## src/rtl/l2pc_pkg.sv

```systemverilog
// Shared types and helpers for the L2 idle power controller.
// Assumes a 16-bit threshold and a signed working width wide enough for
// any miss error shifted by the largest gain.
package l2pc_pkg;
    localparam int THR_W  = 16;
    localparam int CALC_W = 34;

    typedef enum logic {
        MODE_FIXED    = 1'b0,
        MODE_FEEDBACK = 1'b1
    } thr_mode_e;

    // Clamp a signed candidate threshold into [lo, 2^THR_W - 1].
    function automatic logic [THR_W-1:0] clamp_thr(
        input logic signed [CALC_W-1:0] cand,
        input logic [THR_W-1:0]         lo
    );
        logic signed [CALC_W-1:0] hi_s;
        logic signed [CALC_W-1:0] lo_s;
        hi_s = $signed({{(CALC_W-THR_W){1'b0}}, {THR_W{1'b1}}});
        lo_s = $signed({{(CALC_W-THR_W){1'b0}}, lo});
        if (cand > hi_s)      return {THR_W{1'b1}};
        else if (cand < lo_s) return lo;
        else                  return cand[THR_W-1:0];
    endfunction
endpackage

```

## src/rtl/l2pc_idle_gate.sv

```systemverilog
// Idle timer, shutdown flag and wakeup handshake.
// Assumes the requester keeps acc_valid high while stall is high.
module l2pc_idle_gate #(
    parameter int THR_W  = 16,
    parameter int IDLE_W = THR_W + 1
) (
    input  logic             clk,
    input  logic             rst_n,
    input  logic             acc_valid,
    input  logic             pwr_ready,
    input  logic [THR_W-1:0] thr,
    output logic             sd_q,
    output logic             wake_q,
    output logic             stall
);
    localparam logic [IDLE_W-1:0] IDLE_MAX = {IDLE_W{1'b1}};

    logic [IDLE_W-1:0] idle_q;
    logic              expired;

    // Stall while waking up, or when a request finds the array off.
    assign stall   = wake_q | (acc_valid & sd_q);
    assign expired = idle_q > {{(IDLE_W-THR_W){1'b0}}, thr};

    // Idle counter: cleared by activity, saturating otherwise.
    always_ff @(posedge clk) begin
        if (!rst_n)                  idle_q <= '0;
        else if (acc_valid | wake_q) idle_q <= '0;
        else if (idle_q != IDLE_MAX) idle_q <= idle_q + 1'b1;
    end

    // Shutdown flag: set on timeout, cleared by any access or pending wake.
    always_ff @(posedge clk) begin
        if (!rst_n)                  sd_q <= 1'b0;
        else if (acc_valid | wake_q) sd_q <= 1'b0;
        else if (expired)            sd_q <= 1'b1;
    end

    // Wakeup request: raised by an access to a sleeping array, held until ready.
    always_ff @(posedge clk) begin
        if (!rst_n)                 wake_q <= 1'b0;
        else if (wake_q)            wake_q <= !pwr_ready;
        else if (acc_valid && sd_q) wake_q <= 1'b1;
    end

    p_access_wakes_r3: assert property (@(posedge clk) disable iff (!rst_n)
        (acc_valid && sd_q) |=> (!sd_q && wake_q));
    p_wake_hold_r4: assert property (@(posedge clk) disable iff (!rst_n)
        (wake_q && !pwr_ready) |=> wake_q);
    p_no_sd_in_wake_r9: assert property (@(posedge clk) disable iff (!rst_n)
        wake_q |-> !sd_q);
endmodule

```

## src/rtl/l2pc_miss_window.sv

```systemverilog
// Free-running window counter and per-window count of accepted misses.
// Assumes WIN_LEN is a power of two; a miss on the closing edge opens the next window.
module l2pc_miss_window #(
    parameter int WIN_LEN = 4096,
    parameter int WIN_W   = $clog2(WIN_LEN),
    parameter int MISS_W  = WIN_W + 1
) (
    input  logic              clk,
    input  logic              rst_n,
    input  logic              miss_evt,
    output logic              win_end,
    output logic [MISS_W-1:0] miss_cnt
);
    localparam logic [WIN_W-1:0] LAST = WIN_W'(WIN_LEN - 1);

    logic [WIN_W-1:0] win_q;

    assign win_end = (win_q == LAST);

    // Window position counter.
    always_ff @(posedge clk) begin
        if (!rst_n)       win_q <= '0;
        else if (win_end) win_q <= '0;
        else              win_q <= win_q + 1'b1;
    end

    // Miss counter: restarts at each window end, keeping a same-edge miss.
    always_ff @(posedge clk) begin
        if (!rst_n)        miss_cnt <= '0;
        else if (win_end)  miss_cnt <= MISS_W'(miss_evt);
        else if (miss_evt) miss_cnt <= miss_cnt + 1'b1;
    end

    p_win_restart_r8: assert property (@(posedge clk) disable iff (!rst_n)
        win_end |=> (miss_cnt <= MISS_W'(1)));
endmodule

```

## src/rtl/l2pc_thresh_ctrl.sv

```systemverilog
// Threshold register: follows a preset in fixed mode, proportional update per window.
// Assumes gain never exceeds 15 so the shifted error fits the working width.
module l2pc_thresh_ctrl
    import l2pc_pkg::*;
#(
    parameter int                MISS_W   = 13,
    parameter int                GAIN_W   = 4,
    parameter logic [THR_W-1:0]  INIT_THR = 16'd256
) (
    input  logic              clk,
    input  logic              rst_n,
    input  thr_mode_e         mode,
    input  logic [THR_W-1:0]  fixed_thr,
    input  logic [THR_W-1:0]  min_thr,
    input  logic [MISS_W-1:0] setpoint,
    input  logic [GAIN_W-1:0] gain,
    input  logic              win_end,
    input  logic [MISS_W-1:0] miss_cnt,
    output logic [THR_W-1:0]  thr_q
);
    logic signed [MISS_W:0]   err;
    logic signed [CALC_W-1:0] err_ext;
    logic signed [CALC_W-1:0] step;
    logic signed [CALC_W-1:0] cand;
    logic [THR_W-1:0]         tuned;

    // Proportional step: signed miss error scaled by a left shift.
    always_comb begin
        err     = $signed({1'b0, miss_cnt}) - $signed({1'b0, setpoint});
        err_ext = CALC_W'(err);
        step    = err_ext <<< gain;
        cand    = $signed({{(CALC_W-THR_W){1'b0}}, thr_q}) + step;
        tuned   = clamp_thr(cand, min_thr);
    end

    // Threshold register update by mode.
    always_ff @(posedge clk) begin
        if (!rst_n)                  thr_q <= INIT_THR;
        else if (mode == MODE_FIXED) thr_q <= fixed_thr;
        else if (win_end)            thr_q <= tuned;
    end

    p_fixed_follow_r5: assert property (@(posedge clk) disable iff (!rst_n)
        (mode == MODE_FIXED) |=> (thr_q == $past(fixed_thr)));
    p_hold_in_window_r6: assert property (@(posedge clk) disable iff (!rst_n)
        (mode == MODE_FEEDBACK && !win_end) |=> $stable(thr_q));
    p_floor_r7: assert property (@(posedge clk) disable iff (!rst_n)
        (mode == MODE_FEEDBACK && win_end) |=> (thr_q >= $past(min_thr)));
endmodule

```

## src/rtl/l2_idle_power_ctrl.sv

```systemverilog
// Top: timeout-based leakage control of an L2 data array with adaptive threshold.
// Assumes the tag array stays powered, so acc_miss is valid on every access.
module l2_idle_power_ctrl
    import l2pc_pkg::*;
#(
    parameter int               WIN_LEN  = 4096,
    parameter int               GAIN_W   = 4,
    parameter logic [15:0]      INIT_THR = 16'd256,
    localparam int              WIN_W    = $clog2(WIN_LEN),
    localparam int              MISS_W   = WIN_W + 1
) (
    input  logic              clk,
    input  logic              rst_n,
    input  logic              acc_valid,
    input  logic              acc_miss,
    input  logic              pwr_ready,
    input  logic              fb_mode,
    input  logic [15:0]       fixed_thr,
    input  logic [15:0]       min_thr,
    input  logic [MISS_W-1:0] setpoint,
    input  logic [GAIN_W-1:0] gain,
    output logic              shutdown,
    output logic              wakeup,
    output logic              stall,
    output logic [15:0]       threshold
);
    logic              win_end;
    logic [MISS_W-1:0] miss_cnt;
    logic              miss_evt;
    thr_mode_e         mode;

    // Only misses of requests that proceed are counted.
    assign miss_evt = acc_valid & acc_miss & ~stall;
    assign mode     = thr_mode_e'(fb_mode);

    l2pc_idle_gate #(.THR_W(THR_W)) u_gate (
        .clk       (clk),
        .rst_n     (rst_n),
        .acc_valid (acc_valid),
        .pwr_ready (pwr_ready),
        .thr       (threshold),
        .sd_q      (shutdown),
        .wake_q    (wakeup),
        .stall     (stall)
    );

    l2pc_miss_window #(.WIN_LEN(WIN_LEN), .WIN_W(WIN_W), .MISS_W(MISS_W)) u_win (
        .clk      (clk),
        .rst_n    (rst_n),
        .miss_evt (miss_evt),
        .win_end  (win_end),
        .miss_cnt (miss_cnt)
    );

    l2pc_thresh_ctrl #(.MISS_W(MISS_W), .GAIN_W(GAIN_W), .INIT_THR(INIT_THR)) u_thr (
        .clk       (clk),
        .rst_n     (rst_n),
        .mode      (mode),
        .fixed_thr (fixed_thr),
        .min_thr   (min_thr),
        .setpoint  (setpoint),
        .gain      (gain),
        .win_end   (win_end),
        .miss_cnt  (miss_cnt),
        .thr_q     (threshold)
    );
endmodule

```

## config.mk

```make
export PLATFORM = sky130hd
export DESIGN_NAME = l2_idle_power_ctrl
export DESIGN_NICKNAME = d
export VERILOG_FILES = /design/src/rtl/l2pc_pkg.sv /design/src/rtl/l2pc_idle_gate.sv /design/src/rtl/l2pc_miss_window.sv /design/src/rtl/l2pc_thresh_ctrl.sv /design/src/rtl/l2_idle_power_ctrl.sv
export SDC_FILE = /design/constraint.sdc
export NUM_CORES = 1
export LEC_CHECK = 0
export CAP_MARGIN = 20
export CORE_ASPECT_RATIO = 0.8
export CORE_MARGIN = 2
export CORE_UTILIZATION = 50
export CTS_CLUSTER_DIAMETER = 100
export CTS_CLUSTER_SIZE = 24
export DETAILED_ROUTE_END_ITERATION = 10
export DONT_BUFFER_PORTS = 1
export HOLD_SLACK_MARGIN = 0.02
export SLEW_MARGIN = 0
export SYNTH_ARGS = -nofsm -noshare
export SYNTH_HDL_FRONTEND = slang
export SYNTH_SLANG_ARGS = --single-unit
```

## constraint.sdc

```tcl
create_clock -name clk -period 13.41 [get_ports clk]
set_input_delay 0.6705 -clock clk [delete_from_list [all_inputs] [get_ports clk]]
set_output_delay 0.6705 -clock clk [all_outputs]
set_load 0.005 [all_outputs]
```

==> results.yml, run 1 <==
outcome:
  status: "finished, final reports clean"
finish:
  mostFrequentLayoutCells: "98 x nor2_1, 64 x inv_1, 64 x ha_1"
  n_antenna_cell: 0
  fin_util_pct: 54.4
  final_cell_area_sq_um: 7020
  syn2layout_area_growth_pct: 5.63
  mostFrequentLayoutCell: "nor2_1"
  fin_nets: 979
  drive_above_1_share_pct: 8.11
grt:
  grt_pass1_vias: 6009
  grt_pass1_wl_microns: 31400
  grt_usage_pct: 27.7
  grt_max_degree: 40
  grt_remaining_overflow: 0
  antenna_found_initial: 0
worst_setup_path:
  cp.required_ns: 13.61
  worstPathArrival_ns: 7.52
  worst-path-max-fanout: 7
  crit_path_start_kind: "primary input"
  end_kind: "flip-flop"
  path_class: "in -> reg"
  timing.rr.start: "u_win.miss_cnt[6]$_SDFFE_PP0P_"
  worstRegToRegCells: 24
  r2r-end: "u_thr.thr_q[15]$_SDFFE_PN0P_"
  r2r_slack_ns: 6.11
placement:
  dp_slack_ns: 6.02
  port_buffers: 0
  gp_congestion: 0.920
  place_hpwl_microns: 15500
  placed_area_sq_um: 6700
worst_hold_path:
  holdCritStartpoint: "rst_n"
  whs_endpoint: "u_win.miss_cnt[0]$_SDFFE_PN0P_"
  holdPathStages: 1
  holdCritPathClass: "in -> reg"
clocking:
  cts_made_buffers: 9
  postCtsHoldBufs: 0
  clkLatencyLatePin_ns: 0.34
  cts.sinks: 60
  path_clk_slew_ns: 0.05
  htree_levels: 3
  post_cts_buffers: 0
  clockBufferDepth: 2
  clock-root-buffer: "clkbuf_16"
  cts_tree: "built"
  cts-resized-gates: 0
floorplan:
  dieArea_sq_um: 14200
  die-width_microns: 133
  die_h_microns: 107
  placementRows: 37
  start_util_pct: 51.5
  ios: 74
  core_sq_um: 12900
logic_synthesis:
  yosys.area.top_type_share_pct: 18.1
  synth_edf_count: 0
  syn_nets: 1005
  synthCells: 884
  synth_xor_area_share_pct: 6.85
  yosysWarnings: 0
  synthDistinctLibCells: 94
  synth_fa_ha_area_share_pct: 12.6
  async_reset_ff_share_pct: 0
  synth-simple-area-share_pct: 23.9
  synth_top_family_by_area: "compound AO/OA/AOI/OAI gates"
  synthFlopType: "dfxtp_1"
  synth.avg_cell_area_sq_um: 7.52
  ys_seq_area_share_pct: 18.1
  synthMuxAreaShare_pct: 4.31
  synth_top_area_cell: "dfxtp_1"
  syn_area_sq_um: 6650
  synth.area.top_cells: "dfxtp_1 18%, ha_1 12%, nor2_1 5.5%"
  synth-compound-area-share_pct: 28.1
  synth-seq-cells: 60
timing:
  setup_ws_ns: 6.08
  slew-limit-headroom_pct: 30.3
  rsz0062_at_grt: "no"
  post-route-min-period_ns: 7.33
  timing.final.crit_share_pct: 54.6
  setup_tns_ns: 0
  finalSetupViolations: 0
  max_freq_mhz: 137
  slew_viol_final: 0
  fin_skew_ns: 0.00937
  worstMarginPinSlew_ns: 1.03
  hold_viol: 0
detailed_routing:
  wl_per_cell_microns: 18.8
  ant_nets: 0
  drt_iter0_drc: 491
  dr.pass1.iters: 6
  drt-total-wl_microns: 19600
  vias_per_cell: 6.21
  vias: 6447
  drc: 0
power:
  ir_drop_uv: 64.0
  leakage_uw: 0.00302
  cellPowerDensity_nw_per_um2: 87.2
job:
  cap_viol_max_count: 0
## cell type report
class / instances / area, sq um
clock inverter: 6 / 88.8
multi-input combinational: 722 / 5040
timing repair buffer: 1 / 5.00
sequential: 60 / 1200
clock buffer: 10 / 229
tap: 175 / 219
inverter: 64 / 240
fill: 1243 / 5890
## metrics by stage
step                std cells  hold slack (ns)  total power [uW]
floorplan                 884            0.430               329
global placement         1021            0.448               358
detailed placement       1021            0.456               360
CTS                      1037            0.444               616
global route             1038            0.458               644
finish                   1038            0.460               612
## metal layers
| layer | vias to the layer above | track usage (%) | wire [microns] |
|---|---|---|---|
| li1 | 3180 | - | - |
| met1 | 3038 | 39.2 | 9410 |
| met2 | 208 | 40.9 | 8220 |
| met3 | 21 | 7.75 | 1670 |
| met4 | 0 | 7.37 | 261 |
| met5 | - | 0 | 0 |
## where the power goes
| group | switching (uW) | internal [uW] |
|---|---|---|
| Combinational | 99.2 | 70.0 |
| Sequential | 7.66 | 183 |
| Clock | 89.6 | 163 |
| Total | 196 | 416 |
## worst max-delay path by stage
stage / to / cells past startpoint / startpoint
6_report: u_thr.thr_q[15]$_SDFFE_PN0P_ / 25 / setpoint[6]
4_1_cts: u_thr.thr_q[15]$_SDFFE_PN0P_ / 26 / u_win.miss_cnt[0]$_SDFFE_PN0P_
3_3_place_gp: u_thr.thr_q[15]$_SDFFE_PN0P_ / 25 / setpoint[6]
5_1_grt: u_thr.thr_q[15]$_SDFFE_PN0P_ / 26 / u_win.miss_cnt[0]$_SDFFE_PN0P_
3_5_place_dp: u_thr.thr_q[15]$_SDFFE_PN0P_ / 25 / setpoint[6]
2_1_floorplan: u_thr.thr_q[11]$_SDFFE_PN0P_ / 25 / setpoint[0]
## sequential cells by signal, indices dropped and copies added, names as in the netlist
name,cells
u_win.win_q,12
u_gate.wake_q,1
u_win.miss_cnt,13
u_gate.sd_q,1
u_gate.idle_q,17
u_thr.thr_q,16
## worst max-delay path: stages
cell and delay [ns]:
inv_1 0.02, ha_1 0.37, a21oi_1 0.37, o21ai_1 0.21, or2_1 0.26, o221ai_2 0.42
o32ai_1 0.23, or2_2 0.36, mux2i_1 0.13, o22ai_1 0.13, ha_1 0.38, o21a_1 0.14
o21ai_0 0.11, a21bo_2 0.28, a2111oi_0 0.73, o31a_1 0.26, o21ai_0 0.10, nand2b_1 0.13
nand4bb_1 0.22, nor3_1 0.22, a31oi_1 0.08, or4b_4 0.62, o31ai_4 0.48, mux2i_1 0.45
a31oi_1 0.14
## kinds of logic (layout without fill, tap and decap cells)
logic type,Yosys count,count (layout)
DFF,60,60
xor gates and xnor gates,52,52
muxes,28,28
AOI/OAI and AO/OA,258,258
adders and majority gates,66,66
and+or+nand+nor,318,318
buffers and inverters,102,81
## synthesized netlist by cell type, drive strengths merged (14+ instances only)
master and count:
a31oi 14, xor2 19, nand4 14, nor3 24, nand2 62, inv 64
nor2 101, o21a 14, xnor2 33, dfxtp 60, o21ai 50, clkbuf 25
mux2i 23, nor2b 17, ha 64, a21oi 65, nand3 37
Note: power is estimated with default switching activity, not from simulation.
==> run 2, diff against run 1 <==
--- a/config.mk
+++ b/config.mk
@@ -14,6 +14,7 @@
 export DETAILED_ROUTE_END_ITERATION = 10
 export DONT_BUFFER_PORTS = 1
 export HOLD_SLACK_MARGIN = 0.02
+export PLACE_DENSITY = 0.68
 export SLEW_MARGIN = 0
 export SYNTH_ARGS = -nofsm -noshare
 export SYNTH_HDL_FRONTEND = slang
==> constraint.sdc (replaced) <==
create_clock -name clk -period 6.1 [get_ports clk]
set_input_delay 0.305 -clock clk [delete_from_list [all_inputs] [get_ports clk]]
set_output_delay 0.305 -clock clk [all_outputs]
set_load 0.005 [all_outputs]
==> results.yml, run 2 (synthesis results as in run 1) <==
grt:
  met1_usage_pct: 36.7
  grt_usage_pct: 25.9
  antenna_found_initial: 0
  grt_busiest_layer: "met2"
  grt_max_degree: 40
  grt_pass1_wl_microns: 30000
  use_met3_pct: 7.61
  grt_remaining_overflow: 0
  grt_pass1_vias: 5978
  grt_use_met2_pct: 38.2
placement:
  place_hpwl_microns: 14300
  port_buffers: 0
  gp_congestion: 0.909
  numPlacedInstances: 1041
  dp_slack_ns: -0.0309
worst_setup_path:
  crit_path_start_kind: "flip-flop"
  slowest_delay_ns: 0.55
  worstPathArrival_ns: 5.99
  cpMaxStageDelayCell: "or4b_4"
  worst-path-max-fanout: 6
  end_kind: "flip-flop"
  cp.required_ns: 6.32
  path_class: "reg -> reg"
  worstPathCellList: "inv_1 > ha_1 > fa_2 > nor2b_2 > o2111a_2 > buf_4 > o21ai_4 > a211oi_1 > a211o_1 > o41ai_4 > nor2_1 > a21oi_2 > ha_1 > or3_1 > a221o_1 > a41oi_1 > o31ai_2 > o311a_1 > a211o_1 > or4b_4 > o31ai_4 > buf_12 > mux2i_1 > a31oi_1"
floorplan:
  die_h_microns: 107
  ios: 74
  placementRows: 37
  start_util_pct: 51.5
  die-width_microns: 133
  dieArea_sq_um: 14200
  core_sq_um: 12900
timing:
  slew_viol_final: 0
  slew-limit-headroom_pct: 35.9
  worstMarginPinSlew_ns: 0.959
  post-route-min-period_ns: 5.77
  setup_ws_ns: 0.327
  fin_skew_ns: 0.00681
  max_freq_mhz: 173
  hold_slack_ns: 0.0959
  hold_viol: 0
  finalSetupViolations: 0
  timing.final.crit_share_pct: 94.6
outcome:
  status: "finished, final reports clean"
job:
  cap_viol_max_count: 0
detailed_routing:
  drt-total-wl_microns: 18300
  ant_nets: 0
  drc: 0
  vias: 6513
  dr.pass1.iters: 5
  vias_per_cell: 6.13
  drt_iter0_drc: 437
  wl_per_cell_microns: 17.2
clocking:
  cts_made_buffers: 9
  cts_tree: "built"
  htree_levels: 3
  cts.sinks: 60
  clkLatencyLatePin_ns: 0.34
  clockBufferDepth: 2
  path_clk_slew_ns: 0.06
  clock-root-buffer: "clkbuf_16"
finish:
  mostFrequentLayoutCells: "97 x nor2_1, 64 x inv_1, 62 x nand2_1"
  mostFrequentLayoutCell: "nor2_1"
  fin_util_pct: 57.0
  drive_above_1_share_pct: 13.9
  largestRegisters: "u_gate.idle_q: 17 flops, u_thr.thr_q: 16 flops, u_win.miss_cnt: 13 flops"
  n_antenna_cell: 0
  largest_register_ff_count: 17
  fin_nets: 1003
  final_cells: 1062
  n_fill_cell: 1191
  regMostFlops: "u_gate.idle_q"
  syn2layout_area_growth_pct: 10.8
power:
  leakage_uw: 0.00315
  cellPowerDensity_nw_per_um2: 187
  ir_drop_uv: 167
worst_hold_path:
  holdCritPathClass: "in -> reg"
==> run 2: cell count changes in the layout (fill, tap and decap cells not counted), moves of 3 or more <==
cell and change:
a21oi_2 +5, ha_2 +3, mux2i_1 -3, a21oi_1 -5, o31ai_1 -3, buf_4 +24, o31ai_2 +3, ha_1 -4
mux2i_2 +3
==> run 2: per-stage QoR <==
stage | area, sq um | power (uW) | TNS, ns
finish | 7370 | 1380 | 0
global route | 7370 | 1450 | -0.446
CTS | 7190 | 1360 | 0
detailed placement | 6860 | 795 | -0.0811
global placement | 6860 | 795 | 0
floorplan | 6650 | 724 | 0
==> run 2: per-layer routing <==
layer	up-vias	share of wire, %	wire length [microns]
met4	0	1.5	279
met5	-	0	0
met2	250	42	7740
met3	27	8.4	1530
met1	3004	48	8750
li1	3232	-	-
==> run 2: path summary, 6_finish.rpt <==
| check | from | endpoint | slack [ns] | cells after the start |
|---|---|---|---|---|
| hold / removal | rst_n | u_win.win_q[10]$_SDFF_PP0_ | 0.1 | 1 |
| setup reg to reg | u_win.miss_cnt[0]$_SDFFE_PN0P_ | u_thr.thr_q[15]$_SDFFE_PN0P_ | 0.33 | 24 |
| hold reg to reg | u_win.win_q[0]$_SDFF_PP0_ | u_win.win_q[0]$_SDFF_PP0_ | 0.46 | 1 |
| setup / recovery | u_win.miss_cnt[0]$_SDFFE_PN0P_ | u_thr.thr_q[15]$_SDFFE_PN0P_ | 0.33 | 24 |
==> run 2: worst max-delay path: cells and delay by family (launching register included) <==
kind                     cells  cell delay, ns
AO/OA/AOI/OAI               13            2.75
AND/OR/NAND/NOR              4            1.27
adder cells (fa/ha/maj)      3            0.76
buffers and inverters        3            0.35
flip-flops                   1            0.32
multiplexers                 1            0.20
==> run 2: timing repair <==
action | 4_1_cts | 5_1_grt
buffers inserted | 0 | 5
hold endpoints to repair | 0 | 0
hold buffers | 0 | 0
pin swaps | 0 | 6
resized for setup | 1 | 32
endpoints found under the setup margin | 5 | 16
==> run 2: report_power, final <==
| group | total, uW | internal [uW] | switching (uW) | leakage, uW |
|---|---|---|---|---|
| combinational | 396 | 173 | 224 | 0.00250 |
| sequential | 419 | 403 | 16.3 | 0.000489 |
| clock | 560 | 360 | 200 | 0.000156 |
==> run 2: final cells by class <==
cell class                 count  area, sq um  share of cell area (%)
timing repair buffer          25          200                    2.72
clock buffer                   9          225                    3.06
inverter                      64          240                    3.26
tap                          175          219                    2.97
clock inverter                 7         98.8                    1.34
multi-input combinational    722         5180                    70.3
sequential                    60         1200                    16.3
==> run 3, diff against run 2 <==
--- a/config.mk
+++ b/config.mk
@@ -5,6 +5,7 @@
 export SDC_FILE = /design/constraint.sdc
 export NUM_CORES = 1
 export LEC_CHECK = 0
+export ABC_AREA = 1
 export CAP_MARGIN = 20
 export CORE_ASPECT_RATIO = 0.8
 export CORE_MARGIN = 2
==> constraint.sdc (replaced) <==
create_clock -name clk -period 6.1 [get_ports clk]
set_input_delay 0 -clock clk [delete_from_list [all_inputs] [get_ports clk]]
set_output_delay 0 -clock clk [all_outputs]
set_load 0.005 [all_outputs]
==> results.yml, run 3 <==
detailed_routing:
  dr.pass1.iters: 5
  vias_per_cell: 5.36
  drt-total-wl_microns: 19500
  ant_nets: 0
  wl_per_cell_microns: 14.4
  drc: 0
  drt_iter0_drc: 563
  vias: 7252
grt:
  grt_usage_pct: 26.2
  grt_remaining_overflow: 0
  grt_max_degree: 30
  grt_pass1_vias: 6441
  grt_pass1_wl_microns: 30900
  antenna_found_initial: 0
timing:
  worstMarginPinSlew_ns: 0.785
  hold_viol: 0
  slew_viol_final: 0
  finalSetupViolations: 0
  post-route-min-period_ns: 5.82
  slew-limit-headroom_pct: 47.6
  fin_skew_ns: 0.00678
  timing.final.crit_share_pct: 95.5
  max_freq_mhz: 172
power:
  p_seq_share_pct: 30.7
  p_switching_uw: 484
  combPwrFrac_pct: 30.0
  pwr-share-clk_pct: 39.3
  swShare_pct: 35.2
  intPower_uw: 889
  power.total_uw: 1370
  cellPowerDensity_nw_per_um2: 179
  ir_drop_uv: 135
  leakage_uw: 0.00379
logic_synthesis:
  synth_top_area_cell: "dfxtp_1"
  yosys.area.top_type_share_pct: 17.7
  yosysWarnings: 0
  synthDistinctLibCells: 48
  ys_seq_area_share_pct: 17.7
  async_reset_ff_share_pct: 0
  yosysMostFrequentCell: "nand2_1"
  synth-seq-cells: 60
  synth.avg_cell_area_sq_um: 5.94
  synthTopCellsByCount: "315 x nand2_1, 149 x inv_1, 129 x nand3_1"
  synthFlopType: "dfxtp_1"
  synthCells: 1140
  synth_edf_count: 0
  syn_nets: 1261
  synth.area.top_cells: "dfxtp_1 18%, nand2_1 17%, ha_1 12%"
  syn_area_sq_um: 6780
finish:
  fin_nets: 1290
  largest_register_ff_count: 17
  final_cell_area_sq_um: 7680
  mostFrequentLayoutCell: "nand2_1"
  n_antenna_cell: 0
  drive_above_1_share_pct: 8.18
  largestRegisters: "u_gate.idle_q: 17 flops, u_thr.thr_q: 16 flops, u_win.miss_cnt: 13 flops"
  mostFrequentLayoutCells: "311 x nand2_1, 149 x inv_1, 129 x nand3_1"
  syn2layout_area_growth_pct: 13.4
  regMostFlops: "u_gate.idle_q"
floorplan:
  dieArea_sq_um: 14500
  die-width_microns: 134
  die_h_microns: 108
  start_util_pct: 50.5
  core_sq_um: 13400
  ios: 74
  placementRows: 38
worst_setup_path:
  path_class: "reg -> reg"
  end_kind: "flip-flop"
  cpMaxStageDelayCell: "dlygate4sd3_1"
  path_buf_inv: 5
  crit_top_cell: "nand2_1"
  slowest_delay_ns: 0.57
  cp.required_ns: 6.39
  cp_top_family: "compound AO/OA/AOI/OAI gates"
  crit_path_start_kind: "flip-flop"
  worstPathArrival_ns: 6.11
  worst-path-max-fanout: 13
  crit_start: "u_win.miss_cnt[0]$_SDFFE_PN0P_"
  timing.rr.start: "u_win.miss_cnt[0]$_SDFFE_PN0P_"
outcome:
  status: "finished, final reports clean"
placement:
  place_hpwl_microns: 14700
  placed_area_sq_um: 6850
  port_buffers: 0
  gp_congestion: 0.908
clocking:
  cts_made_buffers: 9
  clockBufferDepth: 2
  cts.sinks: 60
  clkLatencyLatePin_ns: 0.34
  cts_tree: "built"
  path_clk_slew_ns: 0.06
  htree_levels: 3
  clock-root-buffer: "clkbuf_16"
job:
  cap_viol_max_count: 0
worst_hold_path:
  holdCritStartpoint: "acc_miss"
  holdCritPathClass: "in -> reg"
run 3: cell count changes after synthesis, moves of 11 or more:
cell      before  now
nor2_1        98  117
inv_1         64  149
nand3_1       36  129
o21a_1        14    3
mux2i_1       23    0
nand2_2        0   16
a31o_2        12    0
xnor2_1       33    5
nor2b_1       16    0
nand2_1       62  315
clkbuf_1      25    9
a31oi_1       14    2
and3_1        12    0
run 3: through the flow:
stage | setup TNS (ns) | hold slack (ns) | setup WS [ns] | instances | util, %
floorplan | 0 | 0.0913 | 1.17 | 1140 | -
global placement | 0 | 0.0982 | 0.876 | 1294 | 51.1
detailed placement | 0 | 0.0983 | 0.684 | 1294 | 51.1
CTS | 0 | 0.0338 | 0.0752 | 1348 | 56.3
global route | -1.04 | 0.0480 | -0.118 | 1354 | 57.3
finish | 0 | 0.0178 | 0.275 | 1354 | 57.3
run 3: power groups by stage:
stage | registers (uW) | clock network (uW) | logic, uW
6_report | 422 | 539 | 412
2_1_floorplan | 421 | 0 | 299
3_3_place_gp | 429 | 0 | 355
3_5_place_dp | 429 | 0 | 357
5_1_grt | 422 | 561 | 465
4_1_cts | 421 | 546 | 384
run 3: repair_timing:
| item | CTS | global route |
|---|---|---|
| hold buffers | 38 | 0 |
| endpoints found under the setup margin | 0 | 16 |
| hold endpoints to repair | 20 | 0 |
| buffers inserted | 0 | 5 |
| gates resized for setup | 0 | 21 |
run 3: final timing paths:
path / to / slack [ns] / depth (start not counted)
max: u_thr.thr_q[9]$_SDFFE_PN0P_ / 0.28 / 35
min: u_win.miss_cnt[0]$_SDFFE_PN0P_ / 0.02 / 2
min reg2reg: u_win.win_q[0]$_SDFF_PP0_ / 0.45 / 1
max reg2reg: u_thr.thr_q[9]$_SDFFE_PN0P_ / 0.28 / 35
run 3: cell families after synthesis:
kind of cell               share of synthesized area (%)
AOI/OAI and AO/OA                                   11.3
xor gates and xnor gates                            4.01
adders and majority gates                           12.4
buffers and inverters                               11.2
DFF                                                 17.7
and+or+nand+nor                                     43.3
run 3: worst register-to-register path: cells and delay by family (launching register included):
family,cells,cell delay (ns)
adder cells (fa/ha/maj),4,1.27
flip-flops,1,0.35
AO/OA/AOI/OAI,12,1.76
AND/OR/NAND/NOR,12,1.06
buffers and inverters,5,0.97
XOR/XNOR,2,0.37
run 3: metal layers:
metal | track usage (%) | wire [microns] | vias up
li1 | - | - | 3781
met1 | 37.8 | 9610 | 3231
met2 | 40.5 | 8250 | 207
met3 | 4.64 | 1320 | 33
met4 | 6.62 | 332 | 0
met5 | 0 | 0 | -
run 3: area by class of cell:
type	instances	area, sq um
Clock buffer	10	239
Fill cell	1367	5730
Inverter	162	608
Tap cell	180	225
Clock inverter	6	71.3
Timing Repair Buffer	44	429
Multi-Input combinational cell	892	4910
Sequential cell	60	1200
